File: config.mk
export PLATFORM = sky130hd
export DESIGN_NAME = irq_pin_detect
export DESIGN_NICKNAME = d
export VERILOG_FILES = /design/src/rtl/irq_pkg.sv /design/src/rtl/irq_sync_line.sv /design/src/rtl/irq_set_decode.sv /design/src/rtl/irq_mode_reg.sv /design/src/rtl/irq_flag_bank.sv /design/src/rtl/irq_pin_detect.sv
export SDC_FILE = /design/constraint.sdc
export NUM_CORES = 1
export LEC_CHECK = 0
export ABC_AREA = 1
export ABC_CLOCK_PERIOD_IN_PS = 900
export CORE_AREA = 2 2 45 47
export CTS_BUF_LIST = sky130_fd_sc_hd__clkbuf_8 sky130_fd_sc_hd__clkbuf_16
export DETAILED_ROUTE_END_ITERATION = 8
export DIE_AREA = 0 0 47 49
export PLACE_DENSITY = 0.67
export SYNTH_ARGS = -nofsm -noshare
export SYNTH_HDL_FRONTEND = slang
export SYNTH_HIERARCHICAL = 1
export SYNTH_SLANG_ARGS = --single-unit
File: constraint.sdc
create_clock -name clk -period 0.9 [get_ports clk]
set_clock_uncertainty 0.05 [all_clocks]
set_input_delay 0.135 -clock clk [delete_from_list [all_inputs] [get_ports clk]]
set_output_delay 0.135 -clock clk [all_outputs]
set_load 0.01 [all_outputs]
File: src/rtl/irq_pkg.sv
package irq_pkg;

   typedef enum logic {
      DET_LEVEL = 1'b0,
      DET_EDGE  = 1'b1
   } det_mode_e;

   // Set request for one pin from its current and one-cycle-older samples.
   function automatic logic set_request(det_mode_e mode, logic now_lvl, logic old_lvl);
      if (mode == DET_EDGE) return old_lvl & ~now_lvl;
      return ~now_lvl;
   endfunction

endpackage

File: src/rtl/irq_sync_line.sv
module irq_sync_line #(
   parameter int SYNC_STAGES    = 2,
   parameter bit SAMPLE_ON_FALL = 1'b1
) (
   input  logic clk,
   input  logic rst_n,
   input  logic pin_n,
   output logic sync_lvl,
   output logic sync_old
);
   localparam int LAST = SYNC_STAGES - 1;

   if (SYNC_STAGES < 2) begin : g_bad_depth
      $error("irq_sync_line: SYNC_STAGES must be at least 2");
   end

   logic            first_q;
   logic [LAST:1]   rest_q;
   logic            old_q;

   if (SAMPLE_ON_FALL) begin : g_fall_sample
      always_ff @(negedge clk or negedge rst_n) begin
         if (!rst_n) first_q <= 1'b1;
         else        first_q <= pin_n;
      end
   end else begin : g_rise_sample
      always_ff @(posedge clk or negedge rst_n) begin
         if (!rst_n) first_q <= 1'b1;
         else        first_q <= pin_n;
      end
   end

   always_ff @(posedge clk or negedge rst_n) begin
      if (!rst_n) begin
         rest_q <= '1;
         old_q  <= 1'b1;
      end else begin
         rest_q[1] <= first_q;
         for (int k = 2; k <= LAST; k++) rest_q[k] <= rest_q[k-1];
         old_q <= rest_q[LAST];
      end
   end

   assign sync_lvl = rest_q[LAST];
   assign sync_old = old_q;
endmodule

File: src/rtl/irq_set_decode.sv
module irq_set_decode
   import irq_pkg::*;
(
   input  det_mode_e mode,
   input  logic      sync_lvl,
   input  logic      sync_old,
   output logic      set_req
);
   always_comb begin
      set_req = set_request(mode, sync_lvl, sync_old);
   end
endmodule

File: src/rtl/irq_mode_reg.sv
module irq_mode_reg (
   input  logic clk,
   input  logic rst_n,
   input  logic wr_en,
   input  logic wr_val,
   output logic edge_on
);
   logic edge_q;

   always_ff @(posedge clk or negedge rst_n) begin
      if (!rst_n)     edge_q <= 1'b0;
      else if (wr_en) edge_q <= wr_val;
   end

   assign edge_on = edge_q;
endmodule

File: src/rtl/irq_flag_bank.sv
module irq_flag_bank #(
   parameter int WIDTH = 4
) (
   input  logic             clk,
   input  logic             rst_n,
   input  logic [WIDTH-1:0] set_vec,
   input  logic             clr_we,
   input  logic [WIDTH-1:0] clr_mask,
   output logic [WIDTH-1:0] flags
);
   logic [WIDTH-1:0] flags_q;
   logic [WIDTH-1:0] clr_vec;

   assign clr_vec = clr_we ? clr_mask : '0;

   // A set in the same cycle as a clear keeps the flag high.
   always_ff @(posedge clk or negedge rst_n) begin
      if (!rst_n) flags_q <= '0;
      else        flags_q <= set_vec | (flags_q & ~clr_vec);
   end

   assign flags = flags_q;
endmodule

File: src/rtl/irq_pin_detect.sv
module irq_pin_detect
   import irq_pkg::*;
#(
   parameter int NUM_PINS       = 4,
   parameter int SYNC_STAGES    = 2,
   parameter bit SAMPLE_ON_FALL = 1'b1
) (
   input  logic                clk,
   input  logic                rst_n,
   input  logic [NUM_PINS-1:0] irq_pin_n,
   input  logic                cfg_we,
   input  logic                cfg_edge_en,
   input  logic                clr_we,
   input  logic [NUM_PINS-1:0] clr_mask,
   output logic [NUM_PINS-1:0] irq_flags,
   output logic                irq_pending
);
   if (NUM_PINS < 1 || NUM_PINS > 32) begin : g_bad_pins
      $error("irq_pin_detect: NUM_PINS must lie in 1..32");
   end

   logic                edge_on;
   det_mode_e           mode;
   logic [NUM_PINS-1:0] sync_lvl;
   logic [NUM_PINS-1:0] sync_old;
   logic [NUM_PINS-1:0] set_pulse;

   irq_mode_reg u_mode (
      .clk     (clk),
      .rst_n   (rst_n),
      .wr_en   (cfg_we),
      .wr_val  (cfg_edge_en),
      .edge_on (edge_on)
   );

   assign mode = edge_on ? DET_EDGE : DET_LEVEL;

   for (genvar i = 0; i < NUM_PINS; i++) begin : g_pin
      irq_sync_line #(
         .SYNC_STAGES    (SYNC_STAGES),
         .SAMPLE_ON_FALL (SAMPLE_ON_FALL)
      ) u_sync (
         .clk      (clk),
         .rst_n    (rst_n),
         .pin_n    (irq_pin_n[i]),
         .sync_lvl (sync_lvl[i]),
         .sync_old (sync_old[i])
      );

      irq_set_decode u_dec (
         .mode     (mode),
         .sync_lvl (sync_lvl[i]),
         .sync_old (sync_old[i]),
         .set_req  (set_pulse[i])
      );
   end

   irq_flag_bank #(.WIDTH(NUM_PINS)) u_flags (
      .clk      (clk),
      .rst_n    (rst_n),
      .set_vec  (set_pulse),
      .clr_we   (clr_we),
      .clr_mask (clr_mask),
      .flags    (irq_flags)
   );

   assign irq_pending = |irq_flags;
endmodule

## Word-level counts from Yosys, hierarchy flattened

Index checks and enable logic that the tools add are counted.

| cells by class | value |
|---|---|
| multiplexer cells | 11 |
| bitwise logic cells | 11 |
| reductions and logical operators | 1 |

Operators by type and width:

| cell | count |
|---|---|
| 2-to-1 mux 1 bit | 10 |
| AND 1 bit | 4 |
| AND 4 bit | 1 |
| 2-to-1 mux 4 bit | 1 |
| NOT 1 bit | 4 |
| NOT 4 bit | 1 |
| OR 4 bit | 1 |
| OR reduction 4 bit | 1 |

| word-level totals | value |
|---|---|
| bits in registers | 17 |
| bits of input ports | 13 |
| output and inout port bits | 5 |
| word-level logic and storage cells | 37 |

## Depth between registers and ports, before layout

| depth | value |
|---|---|
| word-level depth | 5 |
| gate-level depth with buffers | 4 |
| mapped depth without buffers | 4 |

## By module

The synthesis kept the hierarchy.

Modules (own cells, without submodules):

| module | instances | cells each | area each (um^2) | seq. area each (um^2) |
|---|---|---|---|---|
| irq_sync_line | 4 | 4 | 82.6 | 78.8 |
| irq_flag_bank | 1 | 20 | 160.2 | 100.1 |
| irq_set_decode | 4 | 2 | 12.5 | 0.0 |
| irq_mode_reg | 1 | 5 | 40.0 | 25.0 |
| irq_pin_detect | 1 | 3 | 11.3 | 0.0 |

==> metrics.md <==
| Metric | Value |
|---|---|
| Outcome | `finished with violations` |
| Failing checks | `negative setup slack` |
| Vias per inst | `3.76` |
| Number of global-route vias before repair | `368` |
| Area delta synth->final | `46.3%` |
| Worst setup SP type | `register` |
| Synthesized area | `592 um2` |
| Post-Synth Adder-Cell Area | `0` |
| Maxcap violations | `0` |
| Simple-gate share of the synthesized area | `0.114` |
| Pwr Density | `about 1900 nW/um2` |
| Fin util | `0.470` |
| Starting DRT DRC Count | `3` |
| First drt pass iteration count | `2` |
| Filler cell count | `188` |
| Deepest clock path buffer count | `2` |
| Share of the synthesized area in the top cell type | `0.533` |
| Reg clk slew, reported paths | `0.06 ns` |
| Post-synth top cells | `nand2_1 (16), inv_1 (13), dfstp_2 (12)` |
| Die ar. | `2300 um2` |
| Port Buffers | `17` |
| Main combinational cell family by area after synthesis | `simple AND/OR/NAND/NOR gates` |
| # clock sinks | `17` |
| GRT Total Usage | `0.0900` |
| Flop pwr share | `0.527` |
| Core Region | `between 1500 and 2000 um2` |
| Combinational power share | `0.109` |
| WP data arrival | `1.27 ns` |
| Multiplexer share of the synthesized area | `0` |
| Diodes inserted | `0` |
| Routed via count | `around 390` |
| Slew Limit Fails | `0` |
| Seq cells post-synth | `17` |
| CP max FO | `1` |
| Mapped Nets | `65` |
| Path type of the worst min-delay path | `in2async` |
| EDFF count, synth | `0` |
| Chip width | `47 um` |
| Global-route wire length before repair | `1400 um` |
| Lkg Pwr | `just over 0.4 nW` |
| Clock power frac | `0.364` |
| Placed inst area | `between 800 and 900 um2` |
| Gr ovfl total | `0` |
| Worst-Skew Late Latency | `0.31 ns` |
| Placed cells | `98` |
| Final Non-Filler Cells | `104` |
| Fin worst setup slack | `-0.224 ns` |
| Hpwl dp | `680 um` |
| Count leader, synth | `nand2_1` |
| Initial Utilization | `0.321` |
| Switch Pwr | `379 uW` |
| CP required | `1.05 ns` |
| Layout Nets | `91` |
| Final Setup Violations | `9` |
| CTS tree | `done` |
| CP Capture Type | `register` |
| Largest cells by area after synthesis | `dfstp_2 (53%), dfrtp_1 (21%), nand2_1 (10%)` |
| Total power | `1.65 mW` |
| Register area share after synthesis | `0.744` |
| Compound-Gate Fraction of Synth Area | `0.0592` |
| WL final | `907 um` |
| Die Height | `49 um` |
| FP Rows | `16` |
| GPL Wtd Cong | `0.605` |
| Cell variety after synth | `6` |
| Avg Inst Size Synth | `11.4 um2` |
| Drt wl/cell | `approximately 8.7 um` |
| Slew HR | `0.831` |
| Net Sw Frac | `0.229` |
| Post-Synthesis Cells | `52` |
| Worst-margin pin slew | `0.253 ns` |
| Ys Warns | `6` |
| Hold Buf Count CTS | `0` |
| Fin area | `866 um2` |
| Hold Worst Slack | `0.300 ns` |
| Largest net degree at the start of global routing | `10` |
| Share of layout cells above drive strength 1 | `0.416` |
| Unrepaired setup endpoints after global routing | `yes` |
| Fin. Hold Viols | `0` |
| Crit Path Category | `reg2reg` |
| Ys flop type | `dfstp_2` |
| # DRC | `0` |
| Asr flop ratio synth | `1.00` |
| Area share of xor/xnor cells in the synthesized design | `0` |
| H-tree Lvls | `1` |
| Initial antenna violation count | `0` |
| Int Power | `about 1.3 mW` |
| Inserted Clock Buffers | `3` |
| Post-DRT Antenna Nets | `0` |
| Biggest area consumer among synthesized cells | `dfstp_2` |
| Worst-case vdd ir drop | `between 1 and 1.5 mV` |
| I/O Pins | `18` |
| Clock root buffer | `clkbuf_8` |
==> path summary, 6_finish.rpt <==
path                       depth (start not counted)                       end  slack (ns)                      from
max                                                0  g_pin[2].u_sync/sync_lvl       -0.22   g_pin[2].u_sync/first_q
min                                                2          u_flags/flags[0]        0.30                     rst_n
max reg2reg                                        0  g_pin[2].u_sync/sync_lvl       -0.22   g_pin[2].u_sync/first_q
min reg2reg                                        0  g_pin[3].u_sync/sync_old        0.32  g_pin[3].u_sync/sync_lvl
max in group asynchronous                          1   g_pin[0].u_sync/first_q        0.09                     rst_n
min in group clk                                   0  g_pin[3].u_sync/sync_old        0.32  g_pin[3].u_sync/sync_lvl
==> cell families after synthesis <==
kind of cell	count (synthesis)
compound gates	4
simple gates	18
buf+inv	13
flops	17
==> flip-flops by register name, indices dropped and copies added, names as in the netlist <==
signal	flops
u_flags/flags	4
g_pin.u_sync/sync_lvl	4
g_pin.u_sync/sync_old	4
u_mode/edge_on	1
g_pin.u_sync/first_q	4
==> metal layers <==
layer | global-route usage | up-vias | routed length (um)
met5 | 0 | - | 0
met4 | 0.0556 | 0 | 15
met3 | 0.0333 | 2 | 94
met2 | 0.137 | 20 | 447
met1 | 0.103 | 171 | 349
li1 | - | 198 | -
==> layout by cell type, fill, tap and decap left out <==
master and count:
inv_2 4, dfrtp_1 5, clkdlybuf4s50_1 12, a21oi_2 4
dfstp_2 12, buf_6 4, buf_2 3, nor2_1 2
nand2_1 16, buf_4 2, inv_1 10, clkbuf_8 3
==> stage by stage <==
step | setup WS (ns) | setup TNS [ns]
2_1_floorplan | -0.148 | -0.591
3_3_place_gp | -0.270 | -3.80
3_5_place_dp | -0.274 | -4.00
4_1_cts | -0.227 | -1.47
5_1_grt | -0.257 | -1.78
6_report | -0.224 | -1.52
==> power by group through the flow <==
stage / sequential [mW] / clock (mW) / combinational [mW]
2_1_floorplan: 0.884 / 0.0556 / 0.0425
3_3_place_gp: 0.878 / 0.0556 / 0.166
3_5_place_dp: 0.882 / 0.0556 / 0.168
4_1_cts: 0.871 / 0.625 / 0.167
5_1_grt: 0.877 / 0.687 / 0.202
6_report: 0.872 / 0.602 / 0.180
==> what timing repair did <==
| action | in CTS | in global routing |
|---|---|---|
| buffers inserted | 1 | 1 |
| pin swaps | 0 | 4 |
| endpoints found under the setup margin | 9 | 13 |
| gates cloned | 0 | 0 |
| gates resized for setup | 22 | 6 |
==> cell type report <==
cell class                      count  area, um2  area share
Clock buffer                        3       41.3      0.0477
Tap cell                           27       33.8      0.0390
Timing Repair Buffer               21        195       0.225
Clock inverter                      5       18.8      0.0217
Inverter                            9       33.8      0.0390
Sequential cell                    17        440       0.509
Multi-Input combinational cell     22        103       0.118
No activity file was read; power rests on OpenSTA's default activity.
